<file path="src/rtl/modem_ctl_status.sv">
module modem_ctl_status #(
  parameter int          SYNC_STAGES = 2,
  parameter logic [3:0]  LINE_RST    = 4'b1011,
  parameter logic [4:0]  CTL_RST     = 5'b01000
) (
  input  logic       clk,
  input  logic       rst_n,
  input  logic       ctl_we,
  input  logic [7:0] ctl_wdata,
  output logic [7:0] ctl_value,
  input  logic       sts_rd,
  output logic [7:0] sts_rdata,
  input  logic       stat_irq_en,
  input  logic       line_cts,
  input  logic       line_dsr,
  input  logic       line_dcd,
  input  logic       line_ri,
  output logic       rts_o,
  output logic       dtr_o,
  output logic       out1_o,
  output logic       out2_o,
  output logic       irq_o
);

  localparam int RI_IDX = 2;

  logic [4:0] ctl;
  logic [3:0] sync_q [SYNC_STAGES];
  logic [3:0] line_s, lvl, delta, chg, set;
  logic       loop;

  assign loop   = ctl[4];
  assign line_s = sync_q[SYNC_STAGES-1];
  assign chg    = lvl ^ line_s;
  assign set    = loop ? 4'b0000
                       : {chg[3], chg[RI_IDX] & lvl[RI_IDX], chg[1], chg[0]};

  always_ff @(posedge clk or negedge rst_n) begin
    if (!rst_n) begin
      for (int i = 0; i < SYNC_STAGES; i++) sync_q[i] <= LINE_RST;
    end else begin
      sync_q[0] <= {line_dcd, line_ri, line_dsr, line_cts};
      for (int i = 1; i < SYNC_STAGES; i++) sync_q[i] <= sync_q[i-1];
    end
  end

  always_ff @(posedge clk or negedge rst_n) begin
    if (!rst_n) begin
      ctl   <= CTL_RST;
      lvl   <= LINE_RST;
      delta <= '0;
    end else begin
      lvl <= line_s;
      if (sts_rd && !loop) delta <= set;
      else                 delta <= delta | set;
      if (ctl_we) ctl <= ctl_wdata[4:0];
    end
  end

  assign ctl_value = {3'b000, ctl};
  assign sts_rdata = loop ? {ctl[3], ctl[2], ctl[0], ctl[1], 4'b0000}
                          : {lvl, delta};
  assign dtr_o  = ctl[0] & ~loop;
  assign rts_o  = ctl[1] & ~loop;
  assign out1_o = ctl[2];
  assign out2_o = ctl[3];
  assign irq_o  = stat_irq_en & (|delta);

  p_ctl_write_r2: assert property (@(posedge clk) disable iff (!rst_n)
    ctl_we |=> ctl_value[4:0] == $past(ctl_wdata[4:0]));

  p_ri_rise_silent_r4: assert property (@(posedge clk) disable iff (!rst_n)
    (!lvl[RI_IDX] && !delta[RI_IDX]) |=> !delta[RI_IDX]);

  p_read_clears_r5: assert property (@(posedge clk) disable iff (!rst_n)
    (sts_rd && !loop && lvl == line_s) |=> delta == 4'b0000);

  p_loop_no_flags_r7: assert property (@(posedge clk) disable iff (!rst_n)
    loop |=> (delta & ~$past(delta)) == 4'b0000);

  p_irq_needs_enable_r8: assert property (@(posedge clk) disable iff (!rst_n)
    $rose(irq_o) |-> stat_irq_en);

  p_flags_sticky_r9: assert property (@(posedge clk) disable iff (!rst_n)
    !(sts_rd && !loop) |=> (delta & $past(delta)) == $past(delta));

endmodule

</file>
<file path="config.mk">
export PLATFORM = sky130hd
export DESIGN_NAME = modem_ctl_status
export DESIGN_NICKNAME = d
export VERILOG_FILES = /design/src/rtl/modem_ctl_status.sv
export SDC_FILE = /design/constraint.sdc
export NUM_CORES = 1
export LEC_CHECK = 0
export BUFFER_PORTS_ARGS = -buffer_cell sky130_fd_sc_hd__buf_2
export CAP_MARGIN = 20
export CORE_AREA = 2 2 52 54
export CTS_BUF_LIST = sky130_fd_sc_hd__clkbuf_8
export DETAILED_ROUTE_END_ITERATION = 8
export DIE_AREA = 0 0 54 56
export PLACE_DENSITY = 0.62
export SYNTH_ARGS = -nofsm -noshare
export SYNTH_HDL_FRONTEND = slang
export SYNTH_SLANG_ARGS = --single-unit
</file>
<file path="constraint.sdc">
create_clock -name clk -period 1.3 [get_ports clk]
set_input_delay 0.065 -clock clk [delete_from_list [all_inputs] [get_ports clk]]
set_output_delay 0.065 -clock clk [all_outputs]
set_load 0.005 [all_outputs]
</file>
# --- After elaboration in Yosys (flattened, before gate mapping) ---
# Index checks and enable logic that the tools add are counted.
classes:
  addsub: 0
  n_mux: 3
  n_div: 0
  shifts: 0
  n_mul: 0
  n_reduce_logical: 3
  eq_ne: 0
  magnitude_cmp: 0
  bitwise: 7
op_table:
  columns: ["cell", "count"]
  rows:
  - ["2-to-1 mux 4 bit", 2]
  - ["2-to-1 mux 8 bit", 1]
  - ["bitwise AND 1 bit", 4]
  - ["OR 4 bit", 1]
  - ["OR reduction 4 bit", 1]
  - ["XOR 4 bit", 1]
  - ["logical AND 1 bit", 1]
  - ["logical NOT 1 bit", 1]
  - ["inverter 1 bit", 1]
totals:
  ff_bits: 21
  memories: 0
  mem_bits_rw: 0
  latchBits: 0
  mem_bits_ro: 0
  out_inout_bits: 21

# --- Logic depth before layout (Yosys ltp) ---
depth:
  ltp_word: 5
  ltp_mapped: 3
  depth_no_buf: 2

# --- Least setup slack after synthesis ---
# No wires, ideal clock.
synth_timing:
  path_type: "reg-to-reg"
  startpoint: "reg ctl[4] (netlist name)"
  endpoint: "reg ctl[4]"
  path_buffers: 2
  setup_slack_ns: 0.296
  arrival_time_ns: 0.880
  period_less_slack_ns: 1.004
  stages_incl_launch_ff: 4
  t_required_ns: 1.175
  setup_time_ns: 0.125
  cell_sequence: "dfrtp_1 > buf_6 > buf_8 > mux2_2"
synth_lines:
  columns: ["element", "line_no", "rtl"]
  rows:
  - ["end signal: assignment", "56", "if (ctl_we) ctl <= ctl_wdata[4:0];"]
  - ["end: declaration", "27", "logic [4:0] ctl;"]

# --- Worst setup path after layout ---
layout_timing:
  startpoint: "reg delta[0]"
  endpoint: "out irq_o"
layout_between:
  elab_chain_len: 2
layout_lines:
  columns: ["element", "line_no", "rtl"]
  rows:
  - ["start: declaration", "29", "logic [3:0] line_s, lvl, delta, chg, set;"]
  - ["start signal: assignment", "54", "if (sts_rd && !loop) delta <= set;"]
  - ["start signal: assignment", "55", "else delta <= delta | set;"]
  - ["OR reduction 4 bit", "67", "assign irq_o = stat_irq_en & (|delta);"]
  - ["bitwise AND 1 bit", "67", null]
  - ["end: declaration", "22", "output logic irq_o"]
# No other way between the ends.

==> results.py <==
metrics = {
    "hold_path": {
        "hold_depth": 2,
        "hold_path.class": "in2reg",
        "hold_path_end": "ctl[0]",
        "hold_start": "ctl_wdata[0]",
    },
    "clocking": {
        "clock_path_buffers": 2,
        "htreeDepth": 1,
        "clock-sinks": 21,
        "cts-root-buf": "clkbuf_8",
        "numCtsBuffers": 3,
        "clock_latency_ps": 260,
        "clkTransAtPathRegs_ps": 80,
        "cts_tree": "yes",
    },
    "yosys": {
        "synth_cell_types": 14,
        "syn-cell-area_um2": 835,
        "synth_top_cell_by_area": "dfrtp_1",
        "synth_area_leaders": "dfrtp_1 (33%), dfstp_2 (31%), mux2_2 (12%)",
        "ys_seq_elements": 21,
        "netlist_instances": 54,
        "yosys.area.top_type_share": 0.330,
        "ys.warnings.count": 0,
        "syn_avg_cell_area_um2": 15.5,
        "synth-seq-area-share": 0.645,
    },
    "timing": {
        "worst_slack_ps": 24.4,
        "hold_violations": 0,
        "tns_ps": 0,
        "finalClockSkew_ps": 7.92,
        "maxClockFrequency_ghz": 0.784,
        "rsz0062_at_grt": "yes",
        "setup_viol": 0,
        "min_period_ps": 1280,
        "finalMaxSlewViolations": 0,
        "timing.final.crit_share": 0.981,
    },
    "critical_path": {
        "critPathMaxFanout": 3,
        "required_ps": 1240,
        "reg2reg_from": "ctl[4]",
        "r2r_slack_ps": 180,
        "start_kind": "flip-flop",
        "r2r_cells": 3,
        "r2r-end": "delta[2]",
        "end_kind": "output pin",
        "critical_path_class": "reg2out",
        "worstPathArrival_ps": 1210,
    },
    "routing": {
        "routedWlPerCell_um": 11.9,
        "via_count": 525,
        "postRouteAntennaNets": 0,
        "wl_mm": 1.48,
        "dr.pass1.iters": 1,
        "drtIter0Drc": 0,
        "vias_per_cell": 4.23,
        "drcViolationCount": 0,
    },
    "finish": {
        "multiInputGateArea_um2": 240,
        "n_fill_cell": 229,
        "final_nets": 112,
        "final_area_um2": 1110,
        "syn2layout_area_growth_pct": 32.5,
        "layout_commonest_cell": "buf_2",
        "n_antenna_cell": 0,
        "regArea_um2": 539,
        "final_cell_mix": "buf_2 (32), dfrtp_1 (10), dfstp_2 (10)",
        "drive_gt1_frac": 0.649,
    },
    "power_and_ir_drop": {
        "combPwrFrac": 0.174,
        "peakVddDrop_mv": 0.846,
        "internal_power_uw": 1100,
        "power_frac_seq": 0.535,
        "p_sw_frac": 0.239,
        "leakage_uw": 0.000511,
        "power_density_nw_per_um2": 1310,
        "p_switching_uw": 346,
        "clkPwrFrac": 0.290,
    },
    "global_route": {
        "grt.total_usage": 0.111,
        "antenna_found_initial": 0,
        "globalRouteOverflowTotal": 0,
        "grt_pass1_vias": 538,
        "grt_pass1_wl_mm": 2.46,
        "grt_max_degree": 22,
    },
    "place": {
        "pre_cts_slack_ps": 201,
        "place_congestion": 0.678,
        "port_buffers": 31,
        "placed_area_um2": 986,
    },
    "die": {
        "die_h_um": 56,
        "rows": 18,
        "io_pins": 38,
        "die_width_um": 54,
        "start_util": 0.343,
        "dieArea_um2": 3020,
        "floorplan.core_area_um2": 2430,
    },
    "flow_run": {
        "maxCapViolCount": 0,
    },
    "outcome": {
        "status": "completed",
    },
}
==> state kept, by name, indices dropped and copies added, names as in the netlist <==
name,cells
ctl,5
delta,4
line_s,4
lvl,4
sync_q,4
==> worst max-delay path by stage <==
stage / startpoint / end / slack (ps)
6_report: delta[0] / irq_o / 20
5_1_grt: delta[2] / irq_o / -20
4_1_cts: delta[3] / irq_o / 7
3_5_place_dp: ctl[4] / sts_rdata[4] / 200
3_3_place_gp: ctl[4] / sts_rdata[4] / 190
2_1_floorplan: ctl[4] / ctl[4] / 300
==> timing repair <==
item / in CTS / in global routing
setup buffers: 3 / 0
hold buffers: 5 / 0
resized for setup: 1 / 0
endpoints found under the hold margin: 15 / 0
pin swaps: 0 / 1
endpoints found under the setup margin: 5 / 1
==> layout make-up <==
cell class                 instances  share of cell area
tap                               30              0.0339
sequential                        21               0.488
multi-input combinational         28               0.217
timing repair buffer              41               0.217
clock inverter                     1             0.00679
clock buffer                       3              0.0373
==> power groups by stage <==
stage / Clock (µW) / Combinational [µW] / Sequential, µW
floorplan: 0 / 142 / 770
global placement: 0 / 214 / 787
detailed placement: 0 / 218 / 793
CTS: 435 / 258 / 776
global route: 477 / 282 / 785
finish: 420 / 252 / 774
==> worst max-delay path: stages, from the launching register on <==
cell and delay (ps):
dfrtp_1 400, o41a_1 430, buf_2 130
==> cell families after synthesis <==
group	after synthesis	synth area share
AO/OA/AOI/OAI	5	0.0555
flip-flops	21	0.645
multiplexers	9	0.121
AND/OR/NAND/NOR	8	0.0660
buffers and inverters	7	0.0765
XOR/XNOR	3	0.0315
other	1	0.00449
==> Yosys cell counts (all sizes together) <==
cell      n
o2bb2ai   3
nor2b     6
o41a      1
dfstp    10
buf       7
nor2      1
dfrtp    11
a22o      1
conb      1
xnor2     3
mux2      9
nand2b    1
==> layer usage <==
layer | part of all wire | wire, µm | global-route usage
met5 | 0 | 0 | 0
met4 | 0.013 | 19 | 0.0643
met3 | 0.069 | 102 | 0.0188
met2 | 0.47 | 689 | 0.166
met1 | 0.45 | 670 | 0.149
==> metrics by stage <==
step	util	power (µW)	cells	hold slack, ps
2_1_floorplan	-	912	56	-231
3_3_place_gp	0.405	1000	112	27.7
3_5_place_dp	0.405	1010	112	37.2
4_1_cts	0.455	1470	124	31.2
5_1_grt	0.455	1540	124	22.4
6_report	0.455	1450	124	35.8
(Power assumes the default switching activity.)
